File: config.mk
export PLATFORM = sky130hd
export DESIGN_NAME = pmul8x16
export DESIGN_NICKNAME = d
export VERILOG_FILES = /design/src/rtl/pmul_pkg.sv /design/src/rtl/pmul_operand_sel.sv /design/src/rtl/pmul_lane.sv /design/src/rtl/pmul8x16.sv
export SDC_FILE = /design/constraint.sdc
export NUM_CORES = 2
export LEC_CHECK = 0
export BUFFER_PORTS_ARGS = -buffer_cell sky130_fd_sc_hd__buf_2
export CORE_ASPECT_RATIO = 1.25
export CORE_MARGIN = 3
export CORE_UTILIZATION = 69
export DETAILED_ROUTE_END_ITERATION = 6
export GPL_ROUTABILITY_DRIVEN = 0
export PLACE_DENSITY = 0.95
export SYNTH_ARGS = -nofsm -noshare
export SYNTH_HDL_FRONTEND = slang
export SYNTH_SLANG_ARGS = --single-unit
File: constraint.sdc
create_clock -name clk_i -period 2.05 [get_ports clk_i]
set_input_delay 0.205 -clock clk_i [delete_from_list [all_inputs] [get_ports clk_i]]
set_output_delay 0.205 -clock clk_i [all_outputs]
set_load 0.01 [all_outputs]
File: src/rtl/pmul_pkg.sv
package pmul_pkg;
  localparam int unsigned LANES  = 4;
  localparam int unsigned PIX_W  = 8;
  localparam int unsigned FAC_W  = 16;
  localparam int unsigned PROD_W = 2 * FAC_W;
  localparam int unsigned DATA_W = LANES * FAC_W;
  localparam int unsigned RAW_W  = FAC_W + PIX_W + 1;
  localparam int unsigned OP_W   = 3;
  localparam int unsigned WIDE_LANES = DATA_W / PROD_W;

  typedef enum logic [OP_W-1:0] {
    OP_BASIC  = 3'd0,
    OP_BCAST0 = 3'd1,
    OP_BCAST1 = 3'd2,
    OP_HI_S   = 3'd3,
    OP_LO_U   = 3'd4,
    OP_DHI_S  = 3'd5,
    OP_DLO_U  = 3'd6,
    OP_NONE   = 3'd7
  } pmul_op_e;
endpackage

File: src/rtl/pmul_operand_sel.sv
module pmul_operand_sel
  import pmul_pkg::*;
(
  input  pmul_op_e                      op_i,
  input  logic [DATA_W-1:0]             op_a_i,
  input  logic [DATA_W-1:0]             op_b_i,
  output logic [LANES-1:0][FAC_W-1:0]   fac_o,
  output logic [LANES-1:0][PIX_W:0]     pix_o
);
  for (genvar r = 0; r < LANES; r++) begin : g_lane
    logic [PIX_W-1:0] byte_r, hi_r, lo_r;
    assign byte_r = op_a_i[r*PIX_W +: PIX_W];
    assign hi_r   = op_a_i[r*FAC_W + PIX_W +: PIX_W];
    assign lo_r   = op_a_i[r*FAC_W +: PIX_W];

    always_comb begin
      unique case (op_i)
        OP_BCAST0: fac_o[r] = op_b_i[0 +: FAC_W];
        OP_BCAST1: fac_o[r] = op_b_i[FAC_W +: FAC_W];
        default:   fac_o[r] = op_b_i[r*FAC_W +: FAC_W];
      endcase
      unique case (op_i)
        OP_HI_S, OP_DHI_S: pix_o[r] = {hi_r[PIX_W-1], hi_r};
        OP_LO_U, OP_DLO_U: pix_o[r] = {1'b0, lo_r};
        default:           pix_o[r] = {1'b0, byte_r};
      endcase
    end
  end
endmodule

File: src/rtl/pmul_lane.sv
module pmul_lane
  import pmul_pkg::*;
(
  input  logic [FAC_W-1:0]  fac_i,
  input  logic [PIX_W:0]    pix_i,
  output logic [PROD_W-1:0] prod_o
);
  localparam logic [PROD_W-1:0] RND_INC = PROD_W'(1) << PIX_W;

  logic signed [RAW_W-1:0] raw;
  logic [PROD_W-1:0]       ext;

  assign raw = RAW_W'($signed(fac_i)) * RAW_W'($signed(pix_i));
  assign ext = {{(PROD_W-RAW_W){raw[RAW_W-1]}}, raw};
  // low byte above 0x7F <=> its top bit set
  assign prod_o = ext + (raw[PIX_W-1] ? RND_INC : '0);
endmodule

File: src/rtl/pmul8x16.sv
module pmul8x16
  import pmul_pkg::*;
(
  input  logic              clk_i,
  input  logic              rst_ni,
  input  logic              in_valid_i,
  input  logic [OP_W-1:0]   opcode_i,
  input  logic [DATA_W-1:0] op_a_i,
  input  logic [DATA_W-1:0] op_b_i,
  output logic              out_valid_o,
  output logic [DATA_W-1:0] result_o
);
  pmul_op_e                    op;
  logic [LANES-1:0][FAC_W-1:0] fac;
  logic [LANES-1:0][PIX_W:0]   pix;
  logic [PROD_W-1:0]           prod [LANES];
  logic [DATA_W-1:0]           res_d;

  assign op = pmul_op_e'(opcode_i);

  pmul_operand_sel u_sel (
    .op_i   (op),
    .op_a_i (op_a_i),
    .op_b_i (op_b_i),
    .fac_o  (fac),
    .pix_o  (pix)
  );

  for (genvar r = 0; r < LANES; r++) begin : g_mul
    pmul_lane u_lane (
      .fac_i  (fac[r]),
      .pix_i  (pix[r]),
      .prod_o (prod[r])
    );
  end

  always_comb begin
    res_d = '0;
    unique case (op)
      OP_BASIC, OP_BCAST0, OP_BCAST1, OP_HI_S, OP_LO_U: begin
        for (int r = 0; r < LANES; r++) res_d[r*FAC_W +: FAC_W] = prod[r][PIX_W +: FAC_W];
      end
      OP_DHI_S, OP_DLO_U: begin
        for (int k = 0; k < WIDE_LANES; k++) res_d[k*PROD_W +: PROD_W] = prod[k];
      end
      default: res_d = '0;
    endcase
  end

  always_ff @(posedge clk_i or negedge rst_ni) begin
    if (!rst_ni) begin
      out_valid_o <= 1'b0;
      result_o    <= '0;
    end else begin
      out_valid_o <= in_valid_i;
      if (in_valid_i) result_o <= res_d;
    end
  end
endmodule

==> results.tsv, run 1 <==
stage	metric	value	unit
clock_network	# hold bufs at CTS	1	
yosys	compound-gate portion of the synthesized area	0.121	
yosys	EDFF count, synth	0	
yosys	post-synthesis simple-gate area fraction	0.196	
yosys	dominant cells by area after synthesis	fa_1 (38%), ha_1 (10%), nor2_1 (6.8%), inv_1 (6.6%), dfrtp_1 (6.5%)	
floorplanning	die width	176	microns
yosys	Synth top area share	0.376	
yosys	Synthesized Nets	3787	
yosys	unique cell type count in the Yosys netlist	93	
yosys	Synth Flop Type	dfrtp_1	
yosys	XOR/XNOR Fraction of Synth Area	0.0467	
clock_network	post-CTS resize count	481	
clock_network	postcts setup bufs	98	
clock_network	CTS Buf Count	9	
floorplanning	Die Y	219	microns
floorplanning	Row Count	77	
yosys	Post-Syn Area	24900	sq um
yosys	post-synthesis cell count	2985	
yosys	Synth Register Bits	65	
yosys	cell accounting for the most synthesized area	fa_1	
outcome	Fail Step	4_1_cts	
yosys	syn_area_per_cell	8.35	sq um
yosys	Commonest cells post-synth	fa_1 (468), nor2_1 (450), inv_1 (436), nand2_1 (429), ha_1 (200)	
yosys	adder-cell share of the synthesized area	0.476	
clock_network	CTS Sinks	65	
yosys	largest family of logic cells by synthesized area	adder cells	
yosys	Ys Warns	0	
placed_design	PortBufs	198	
yosys	sequential fraction of the synthesis area	0.0652	
yosys	post-synthesis mux area share	0.0117	
clock_network	deepest clock path buffer count	2	
placed_design	hpwl dp	98000	microns
floorplanning	Ports	199	
yosys	Post-synth ARST share	1.00	
yosys	most numerous cell in the Yosys netlist	fa_1	
floorplanning	Initial Util	0.701	
clock_network	# H-tree levels	3	
clock_network	Root Buffer	clkbuf_16	
outcome	First Err	[ERROR DPL-0033] detailed placement checks failed during check placement.	
outcome	status	aborted with a tool error	
[through the flow]
stage	TNS (ps)	instances	instance area (sq um)	setup WS, ps	utilization
after detailed placement	-316650	4247	32000	-5420	0.899
after global placement	-289030	4247	32000	-4850	0.899
after floorplan	-265810	2985	25500	-4840	-
[kinds of logic after synthesis]
logic type                 count (synthesis)
xor gates and xnor gates                 133
adders and majority gates                668
AOI/OAI and AO/OA                        426
muxes                                     28
DFF                                       65
and+or+nand+nor                         1124
buffers and inverters                    541
==> run 2, diff against run 1 <==
--- a/config.mk
+++ b/config.mk
@@ -6,12 +6,11 @@
 export NUM_CORES = 2
 export LEC_CHECK = 0
 export BUFFER_PORTS_ARGS = -buffer_cell sky130_fd_sc_hd__buf_2
-export CORE_ASPECT_RATIO = 1.25
 export CORE_MARGIN = 3
-export CORE_UTILIZATION = 69
+export CORE_UTILIZATION = 40
 export DETAILED_ROUTE_END_ITERATION = 6
 export GPL_ROUTABILITY_DRIVEN = 0
-export PLACE_DENSITY = 0.95
+export PLACE_DENSITY_LB_ADDON = 0.15
 export SYNTH_ARGS = -nofsm -noshare
 export SYNTH_HDL_FRONTEND = slang
 export SYNTH_SLANG_ARGS = --single-unit
==> results.tsv, run 2 <==
stage	metric	value	unit
placed_design	placed cell areas	33100	sq um
timing	FMAX	0.154	GHz
timing	Slew HR	0.594	
yosys	Synth Flop Type	dfrtp_1	
timing	Hold Fails Final Rpt	0	
clock_network	CTS Sinks	65	
clock_network	Root Buffer	clkbuf_16	
yosys	sequential fraction of the synthesis area	0.0652	
clock_network	deepest clock path buffer count	2	
yosys	Synthesized Nets	3787	
global_routing	GRT overflow	0	
critical_path	Arr. time, crit path	6730	ps
timing	Final Slew Violations	0	
yosys	Synth Register Bits	65	
detailed_routing	drt drc	0	
layout	Reg with most FFs	result_o	
clock_network	worst skew pair latency	340	ps
yosys	Ys Warns	0	
layout	fin area	35500	sq um
min_path	Worst Hold Class	in2reg	
floorplanning	Ports	199	
yosys	Post-synth ARST share	1.00	
clock_network	# H-tree levels	3	
yosys	unique cell type count in the Yosys netlist	93	
yosys	Commonest cells post-synth	fa_1 (468), nor2_1 (450), inv_1 (436), nand2_1 (429), ha_1 (200)	
critical_path	Setup CP Type	in2reg	
detailed_routing	via count	24900	
clock_network	Reg clk slew, reported paths	60	ps
job	max cap viols	0	
floorplanning	Die ar.	65400	sq um
yosys	Synth top area share	0.376	
critical_path	CP max FO	12	
layout	most frequent cells in the layout	buf_4 (743), fa_1 (463), nor2_1 (434), inv_1 (427), nand2_1 (393)	
layout	Area growth, synth to finish	42.4	%
yosys	EDFF count, synth	0	
detailed_routing	DR vias/cell	5.25	
placed_design	hpwl dp	81100	microns
outcome	status	finished, violations left	
global_routing	gr usage total	0.284	
critical_path	crit path capture type	register	
clock_network	CTS Buf Count	9	
timing	minimum clock period	6510	ps
detailed_routing	Routed Antenna Nets	0	
layout	Largest register FFs	64	
floorplanning	Initial Util	0.408	
timing	final worst slack	-4460	ps
yosys	syn_area_per_cell	8.35	sq um
floorplanning	Die Y	256	microns
yosys	Post-Syn Area	24900	sq um
layout	largest registers	result_o (64), out_valid_o (1)	
critical_path	required time worst endpoint	2270	ps
yosys	cell accounting for the most synthesized area	fa_1	
clock_network	CTS tree	built	
layout	diodes inserted	0	
timing	hold slack	265	ps
detailed_routing	drt first pass iters	6	
yosys	dominant cells by area after synthesis	fa_1 (38%), ha_1 (10%), nor2_1 (6.8%), inv_1 (6.6%), dfrtp_1 (6.5%)	
timing	Final period util	3.17	
timing	unrepaired setup endpoints after global routing	yes	
critical_path	Worst setup SP type	primary input	
timing	Worst Clk Skew	0	ps
detailed_routing	DR WL/cell	19.7	microns
outcome	violated checks	negative setup slack	
global_routing	first-pass GRT wire length	147000	microns
detailed_routing	final WL	93400	microns
floorplanning	die width	256	microns
global_routing	vias in the first global route	26300	
global_routing	largest net degree at the start of global routing	66	
layout	most common cell after layout, fill and taps aside	buf_4	
yosys	most numerous cell in the Yosys netlist	fa_1	
floorplanning	core area	61000	sq um
layout	share of layout cells above drive strength 1	0.346	
layout	Layout Nets	4707	
yosys	post-synthesis cell count	2985	
placed_design	PortBufs	198	
floorplanning	Row Count	90	
timing	Worst-Margin Slew	602	ps
timing	Final setup viols	64	
global_routing	initial antenna violation count	0	
detailed_routing	initial DRC count	2061	
run 2: cell counts after synthesis:
No cell type changed its count.
run 2: what timing repair did:
action	in CTS	in global routing
pin swaps	116	58
setup endpoints to repair	64	64
hold buffers	1	0
resized for setup	221	115
hold endpoints to repair	65	0
gates cloned	2	1
buffers inserted	32	20
run 2: routing by layer:
metal	vias up	global-route usage	routed length [microns]
met4	0	0.113	4840
met5	-	0	0
met3	165	0.0466	6730
li1	11400	-	-
met2	939	0.452	42400
met1	12400	0.388	39500
run 2: critical path, stage by stage:
cell and delay, ps:
buf_12 120, xor2_4 180, and2_4 200, nor2_4 180, buf_12 180, buf_6 110
a221oi_4 50, buf_4 160, buf_12 130, buf_6 110, nor2_1 150, fa_1 460
fa_1 480, fa_1 570, fa_1 470, ha_1 350, ha_4 280, nand3_2 70
or2_2 280, a32o_2 280, a31o_4 230, o21ai_4 190, buf_6 140, xor2_4 200
nand3b_1 120, o32a_1 430, a221o_1 370
run 2: per-stage QoR:
step                      setup TNS (ps)  setup slack (ps)   util  cells
final                            -262350             -4460  0.582   4738
after detailed placement         -300280             -4980  0.542   4669
after global routing             -278040             -4700  0.582   4738
after CTS                        -260150             -4380  0.570   4719
after floorplan                  -265810             -4840      -   2985
after global placement           -296580             -4920  0.542   4669
run 2: cell families after synthesis:
| group | count (synthesis) | share of synthesized area |
|---|---|---|
| adders and majority gates | 668 | 0.476 |
| xor gates and xnor gates | 133 | 0.0467 |
| muxes | 28 | 0.0117 |
| AOI/OAI and AO/OA | 426 | 0.121 |
| and+or+nand+nor | 1124 | 0.196 |
| DFF | 65 | 0.0652 |
| buffers and inverters | 541 | 0.0838 |
run 2: path summary, 6_finish.rpt:
kind	depth (start not counted)	end	from	slack [ps]
min in group asynchronous	3	out_valid_o	rst_ni	400
max in group asynchronous	3	result_o[58]	rst_ni	1350
hold reg to reg	1	result_o[6]	result_o[6]	490
setup / recovery	27	result_o[62]	opcode_i[2]	-4460
setup reg to reg	5	result_o[62]	result_o[62]	550
hold / removal	3	result_o[48]	in_valid_i	260
run 2: final cells by class:
cell class	instances	area, sq um
Clock buffer	9	225
Timing Repair Buffer	1013	7790
Inverter	437	1640
Fill cell	5507	25500
Clock inverter	7	77.6
Sequential cell	65	1630
Tap cell	828	1040
Multi-Input combinational cell	2379	23100
Power of run 2 is left out: the tool's default activity adds up to more than one toggle a clock period on the data nets, which glitch-free logic cannot reach.
